**src/rtl/secded_pkg.sv**
```systemverilog
package secded_pkg;

    localparam int DATA_W  = 8;
    localparam int SYN_W   = 4;
    localparam int CODE_W  = DATA_W + SYN_W + 1;
    localparam int MAX_POS = CODE_W - 1;

    typedef logic [DATA_W-1:0] data_t;
    typedef logic [CODE_W-1:0] code_t;
    typedef logic [SYN_W-1:0]  syn_t;

    // Result of classifying one read word
    typedef struct packed {
        data_t data;
        logic  fixed;
        logic  fatal;
        logic  meta;
        syn_t  syn;
    } dec_res_t;

    function automatic bit is_pow2(int p);
        return (p > 0) && ((p & (p - 1)) == 0);
    endfunction

    // Word position that carries data bit idx
    function automatic int data_slot(int idx);
        int cnt;
        int slot;
        cnt  = 0;
        slot = 0;
        for (int p = 1; p <= MAX_POS; p++) begin
            if (!is_pow2(p)) begin
                if (cnt == idx) slot = p;
                cnt++;
            end
        end
        return slot;
    endfunction

    // XOR of data positions in each check group, no sense applied
    function automatic syn_t group_xor(code_t w);
        syn_t acc;
        acc = '0;
        for (int k = 0; k < SYN_W; k++) begin
            for (int p = 3; p <= MAX_POS; p++) begin
                if (!is_pow2(p) && (((p >> k) & 1) == 1)) acc[k] = acc[k] ^ w[p];
            end
        end
        return acc;
    endfunction

    function automatic code_t place_data(data_t d);
        code_t w;
        w = '0;
        for (int i = 0; i < DATA_W; i++) w[data_slot(i)] = d[i];
        return w;
    endfunction

    function automatic data_t pull_data(code_t w);
        data_t d;
        for (int i = 0; i < DATA_W; i++) d[i] = w[data_slot(i)];
        return d;
    endfunction

endpackage

```
**src/rtl/secded_encoder.sv**
```systemverilog
module secded_encoder
    import secded_pkg::*;
#(
    parameter bit ODD_SENSE = 1'b1
) (
    input  data_t data_i,
    output code_t code_o
);

    localparam syn_t SENSE_MASK = {SYN_W{ODD_SENSE}};

    syn_t  chk;
    code_t body;

    always_comb begin
        body = place_data(data_i);
        chk  = group_xor(body) ^ SENSE_MASK;
        for (int k = 0; k < SYN_W; k++) body[1 << k] = chk[k];
        body[0] = (^body[MAX_POS:1]) ^ ODD_SENSE;
        code_o  = body;
    end

endmodule

```
**src/rtl/secded_check.sv**
```systemverilog
module secded_check
    import secded_pkg::*;
#(
    parameter bit ODD_SENSE = 1'b1
) (
    input  code_t code_i,
    output syn_t  syn_o,
    output logic  par_fail_o
);

    localparam syn_t SENSE_MASK = {SYN_W{ODD_SENSE}};

    syn_t stored;

    for (genvar k = 0; k < SYN_W; k++) begin : g_stored
        assign stored[k] = code_i[1 << k];
    end

    assign syn_o      = stored ^ group_xor(code_i) ^ SENSE_MASK;
    assign par_fail_o = (^code_i) != ODD_SENSE;

endmodule

```
**src/rtl/secded_correct.sv**
```systemverilog
module secded_correct
    import secded_pkg::*;
(
    input  code_t    code_i,
    input  syn_t     syn_i,
    input  logic     par_fail_i,
    output dec_res_t res_o
);

    code_t fixed_w;

    always_comb begin
        fixed_w     = code_i;
        res_o.fixed = 1'b0;
        res_o.fatal = 1'b0;
        res_o.meta  = 1'b0;
        if (syn_i == '0) begin
            if (par_fail_i) begin
                res_o.fixed = 1'b1;
                res_o.meta  = 1'b1;
            end
        end else if (!par_fail_i) begin
            res_o.fatal = 1'b1;
        end else if (int'(syn_i) > MAX_POS) begin
            res_o.fatal = 1'b1;
        end else begin
            res_o.fixed = 1'b1;
            res_o.meta  = $onehot(syn_i);
            fixed_w     = code_i ^ (code_t'(1) << syn_i);
        end
        res_o.data = pull_data(fixed_w);
        res_o.syn  = syn_i;
    end

endmodule

```
**src/rtl/hamming_secded_codec.sv**
```systemverilog
module hamming_secded_codec
    import secded_pkg::*;
#(
    parameter bit ODD_SENSE = 1'b1
) (
    input  logic              clk_i,
    input  logic              rst_i,
    input  logic [DATA_W-1:0] enc_data_i,
    output logic [CODE_W-1:0] enc_word_o,
    input  logic              rd_valid_i,
    input  logic [CODE_W-1:0] rd_word_i,
    output logic              dec_valid_o,
    output logic [DATA_W-1:0] dec_data_o,
    output logic              dec_sec_o,
    output logic              dec_ded_o,
    output logic              dec_chkbit_o,
    output logic [SYN_W-1:0]  dec_syndrome_o
);

    syn_t     syn;
    logic     par_fail;
    dec_res_t res;

    secded_encoder #(.ODD_SENSE(ODD_SENSE)) u_enc (
        .data_i (enc_data_i),
        .code_o (enc_word_o)
    );

    secded_check #(.ODD_SENSE(ODD_SENSE)) u_chk (
        .code_i     (rd_word_i),
        .syn_o      (syn),
        .par_fail_o (par_fail)
    );

    secded_correct u_fix (
        .code_i     (rd_word_i),
        .syn_i      (syn),
        .par_fail_i (par_fail),
        .res_o      (res)
    );

    always_ff @(posedge clk_i) begin
        if (rst_i) begin
            dec_valid_o    <= 1'b0;
            dec_data_o     <= '0;
            dec_sec_o      <= 1'b0;
            dec_ded_o      <= 1'b0;
            dec_chkbit_o   <= 1'b0;
            dec_syndrome_o <= '0;
        end else begin
            dec_valid_o <= rd_valid_i;
            if (rd_valid_i) begin
                dec_data_o     <= res.data;
                dec_sec_o      <= res.fixed;
                dec_ded_o      <= res.fatal;
                dec_chkbit_o   <= res.meta;
                dec_syndrome_o <= res.syn;
            end
        end
    end


    enc_overall_parity_chk: assert property (@(posedge clk_i) disable iff (rst_i)
        (^enc_word_o) == ODD_SENSE);


    valid_follows_chk: assert property (@(posedge clk_i) disable iff (rst_i)
        rd_valid_i |=> dec_valid_o);


    valid_drops_chk: assert property (@(posedge clk_i) disable iff (rst_i)
        !rd_valid_i |=> !dec_valid_o);


    hold_when_idle_chk: assert property (@(posedge clk_i) disable iff (rst_i)
        !rd_valid_i |=> ($stable(dec_data_o) && $stable(dec_syndrome_o)
                         && $stable(dec_sec_o) && $stable(dec_ded_o)));


    flags_exclusive_chk: assert property (@(posedge clk_i) disable iff (rst_i)
        !(dec_sec_o && dec_ded_o));


    chkbit_needs_sec_chk: assert property (@(posedge clk_i) disable iff (rst_i)
        dec_chkbit_o |-> dec_sec_o);


    zero_syn_not_fatal_chk: assert property (@(posedge clk_i) disable iff (rst_i)
        (dec_valid_o && dec_syndrome_o == '0) |-> !dec_ded_o);


    wide_syn_fatal_chk: assert property (@(posedge clk_i) disable iff (rst_i)
        (dec_valid_o && dec_syndrome_o > 4'd12) |-> dec_ded_o);

endmodule

```
**config.mk**
```make
export PLATFORM = sky130hd
export DESIGN_NAME = hamming_secded_codec
export DESIGN_NICKNAME = d
export VERILOG_FILES = /design/src/rtl/secded_pkg.sv /design/src/rtl/secded_encoder.sv /design/src/rtl/secded_check.sv /design/src/rtl/secded_correct.sv /design/src/rtl/hamming_secded_codec.sv
export SDC_FILE = /design/constraint.sdc
export NUM_CORES = 1
export LEC_CHECK = 0
export BUFFER_PORTS_ARGS = -buffer_cell sky130_fd_sc_hd__buf_4
export CAP_MARGIN = 25
export CORE_UTILIZATION = 52
export DETAILED_ROUTE_END_ITERATION = 12
export PLACE_DENSITY = 0.94
export SLEW_MARGIN = 10
export SYNTH_ARGS = -nofsm -noshare
export SYNTH_HDL_FRONTEND = slang
export SYNTH_SLANG_ARGS = --single-unit
```
**constraint.sdc**
```tcl
create_clock -name clk_i -period 5.5 [get_ports clk_i]
set_input_delay 1.1 -clock clk_i [delete_from_list [all_inputs] [get_ports clk_i]]
set_output_delay 1.1 -clock clk_i [all_outputs]
set_load 0.01 [all_outputs]
```
==> impl_metrics.json <==
{
  "die_w_um": 52.7,
  "yosysSeqAreaShare": 0.239,
  "unrepaired_setup_endpoints_after_global_routing": "no",
  "finalMaxSlewViolations": 0,
  "detailed_place.area_sq_um": 1680,
  "critical_path.endpoint_type": "flop",
  "tritoncts.num_buffers": 3,
  "final-hold-violation-count": 0,
  "setup_slack_ns": 1.97,
  "synth_async_sr_flop_share": 0,
  "post-route-period-util": 0.641,
  "floorplan.initialDensity": 0.545,
  "routed_wire_length_per_instance_um": 13.5,
  "synthToLayoutAreaGrowth_pct": 27.5,
  "antenna_found_initial": 0,
  "grt_first_pass_wirelength_mm": 5.18,
  "reg2reg_slack_ns": 4.79,
  "tns_ns": 0,
  "postSynthCellCount": 154,
  "pin_count_of_the_biggest_net_entering_global_routing": 23,
  "power.switching_w": 0.000177,
  "worst-r2r-cell-count": 2,
  "dr.pass1.iters": 4,
  "timing.rr.end": "dec_data_o[4]",
  "postCtsSetupBuffers": 0,
  "dieArea_sq_um": 2780,
  "critPathMaxStageDelay_ns": 0.46,
  "combinationalPowerShare": 0.569,
  "clk_pin_slew_worst_paths_ns": 0.09,
  "post_placement_worst_setup_slack_ns": 1.68,
  "holdCritStartpoint": "dec_data_o[3]",
  "grt.total_usage": 0.251,
  "clkLatencyLatePin_ns": 0.29,
  "cts_root_buf": "sky130_fd_sc_hd__clkbuf_4",
  "hold-worst-slack_ns": 0.492,
  "max_cap_viol_count": 0,
  "timing.critical_path.max_delay_family": "adder cells",
  "max_freq_ghz": 0.284,
  "post-route-drc-count": 0,
  "synth_largest_area_cell": "sky130_fd_sc_hd__dfxtp_1",
  "period_minus_slack_ns": 3.53,
  "synth_flop_cell": "sky130_fd_sc_hd__dfxtp_1",
  "drtAntennaViolNets": 0,
  "design.final.nets": 226,
  "detail_route.iter0.violations": 19,
  "number_of_synthesized_register_bits": 16,
  "io-pin-count": 53,
  "power_leakage_nw": 0.732,
  "path_common_cell": "sky130_fd_sc_hd__ha_1",
  "hold_path_depth": 2,
  "cp_cell_instances": "buf_4, xnor2_2, xor2_1, xnor2_1, inv_1, ha_1, ha_1, fa_1, nor2_1, o211ai_1, a211oi_1",
  "share_seq_of_total_power": 0.298,
  "tightestPinTransition_ns": 0.583,
  "worst_slew_margin_rel": 0.610,
  "worst_ep_arrival_time_ns": 3.74,
  "power.density_nw_per_um2": 266,
  "core_area_sq_um": 2450,
  "final_core_utilization": 0.695,
  "timing.rr.start": "dec_data_o[4]",
  "die_h_um": 52.7,
  "place_congestion": 0.927,
  "grt_pass1_vias": 1211,
  "cts_tree": "built",
  "syn_avg_cell_area_sq_um": 8.69,
  "worst-path-buf-inv": 2,
  "netSwitchingFraction": 0.390,
  "finalClockSkew_ns": 0,
  "synth_area_sq_um": 1340,
  "post_drt_via_cell_ratio": 5.62,
  "min_path_type": "flop to flop",
  "crit_path_start_kind": "input pin",
  "ctsHtreeMaxLevel": 1,
  "timing_worst_setup_path_type": "input pin to flop",
  "synth_cell_types": 38,
  "fp-row-count": 18,
  "yosys.cell_count.top_type": "sky130_fd_sc_hd__xnor2_1",
  "drive_gt1_frac": 0.313,
  "whs_endpoint": "dec_data_o[3]",
  "crit_slowest_cell": "sky130_fd_sc_hd__fa_1",
  "critical_path_peak_fanout": 5,
  "vias": 1265,
  "overflow": 0,
  "synth.top_cell.area_share": 0.239,
  "setup_viol": 0,
  "synth-edff-count": 0,
  "synthesis.yosys.warnings": 0,
  "num_antenna_cells": 0,
  "worst-endpoint-required_ns": 5.71,
  "numClockSinks": 16,
  "area_of_all_placed_cells_without_fillers_sq_um": 1710,
  "ys_top_cells_by_area": "sky130_fd_sc_hd__dfxtp_1, sky130_fd_sc_hd__xnor2_1, sky130_fd_sc_hd__xor2_1",
  "cts-hold-fix-buffers": 0,
  "ir_drop_mv": 0.189,
  "fillerInstances": 198,
  "cts_buffer_depth": 2,
  "cts_resized": 0,
  "share_clk_of_total_power": 0.133,
  "routed_wirelength_mm": 3.05,
  "synth_nets": 183,
  "status": "finished, final reports clean",
  "p_int_w": 0.000277,
  "portBuffers": 52,
  "detailedPlacementHpwl_mm": 2.61,
  "synth_commonest_cells": "sky130_fd_sc_hd__xnor2_1, sky130_fd_sc_hd__nor2_1, sky130_fd_sc_hd__dfxtp_1"
}
-- cell type report --
class | instances | area (sq um) | share of cell area
inverter | 7 | 26.3 | 0.0154
sequential | 16 | 320 | 0.188
multi-input combinational | 117 | 910 | 0.533
timing repair buffer | 52 | 390 | 0.229
clock buffer | 3 | 22.5 | 0.0132
tap | 30 | 37.5 | 0.0220
-- flip-flops by register name, indices dropped and copies added, names as in the netlist --
signal	count
dec_chkbit_o	1
dec_sec_o	1
dec_syndrome_o	4
dec_data_o	8
dec_ded_o	1
dec_valid_o	1
-- power by group through the flow --
stage | logic (W) | clock network (W) | registers [W]
global route | 0.000288 | 0.0000645 | 0.000137
detailed placement | 0.000257 | 0 | 0.000138
CTS | 0.000259 | 0.0000612 | 0.000135
finish | 0.000258 | 0.0000602 | 0.000135
floorplan | 0.000166 | 0 | 0.000143
global placement | 0.000246 | 0 | 0.000137
-- cells by family (layout without fill, tap and decap cells) --
logic type / after synthesis / in the layout / share of synthesized area
compound gates: 30 / 30 / 0.159
xor+xnor: 41 / 41 / 0.298
buf+inv: 21 / 62 / 0.0813
flops: 16 / 16 / 0.239
fa+ha+maj: 5 / 5 / 0.0523
simple gates: 41 / 41 / 0.170
-- routing by layer --
layer / routed length (um) / GRT usage / share of wire / vias to the layer above
met5: 0 / 0 / 0 / -
met4: 56 / 0.114 / 0.018 / 0
met3: 196 / 0.0174 / 0.064 / 5
met2: 1570 / 0.445 / 0.51 / 61
met1: 1230 / 0.303 / 0.40 / 579
li1: - / - / - / 620
-- worst register-to-register path, stage by stage (launching register included) --
cell	delay, ns
sky130_fd_sc_hd__dfxtp_1	0.33
sky130_fd_sc_hd__nor2_1	0.05
sky130_fd_sc_hd__a311oi_1	0.24
-- cells in the final DEF, fill, tap and decap left out, types with 3 or more instances in the layout --
cell type                  instances
sky130_fd_sc_hd__a211oi_1          6
sky130_fd_sc_hd__a21oi_1           5
sky130_fd_sc_hd__a311oi_1          4
sky130_fd_sc_hd__buf_4            52
sky130_fd_sc_hd__clkbuf_4          3
sky130_fd_sc_hd__dfxtp_1          16
sky130_fd_sc_hd__ha_1              4
sky130_fd_sc_hd__inv_1             6
sky130_fd_sc_hd__nor2_1           18
sky130_fd_sc_hd__o211ai_1          3
sky130_fd_sc_hd__o21ai_0           3
sky130_fd_sc_hd__o31ai_1           4
sky130_fd_sc_hd__or4_1             5
sky130_fd_sc_hd__xnor2_1          26
sky130_fd_sc_hd__xor2_1           12
-- worst max-delay path by stage --
| stage | slack [ns] | cells past startpoint | start | endpoint |
|---|---|---|---|---|
| final | 1.97 | 11 | rd_word_i[11] | dec_chkbit_o |
| after global routing | 1.74 | 11 | rd_word_i[10] | dec_chkbit_o |
| after CTS | 2.00 | 11 | rd_word_i[11] | dec_chkbit_o |
| after detailed placement | 1.68 | 11 | rd_word_i[11] | dec_chkbit_o |
| after global placement | 1.84 | 11 | rd_word_i[11] | dec_chkbit_o |
| after floorplan | 2.07 | 10 | rd_word_i[11] | dec_chkbit_o |
-- stage by stage --
step                power, W  instances
CTS                 0.000455        225
global placement    0.000383        222
floorplan           0.000309        154
global route        0.000489        225
finish              0.000454        225
detailed placement  0.000395        222
(Power assumes the default switching activity.)
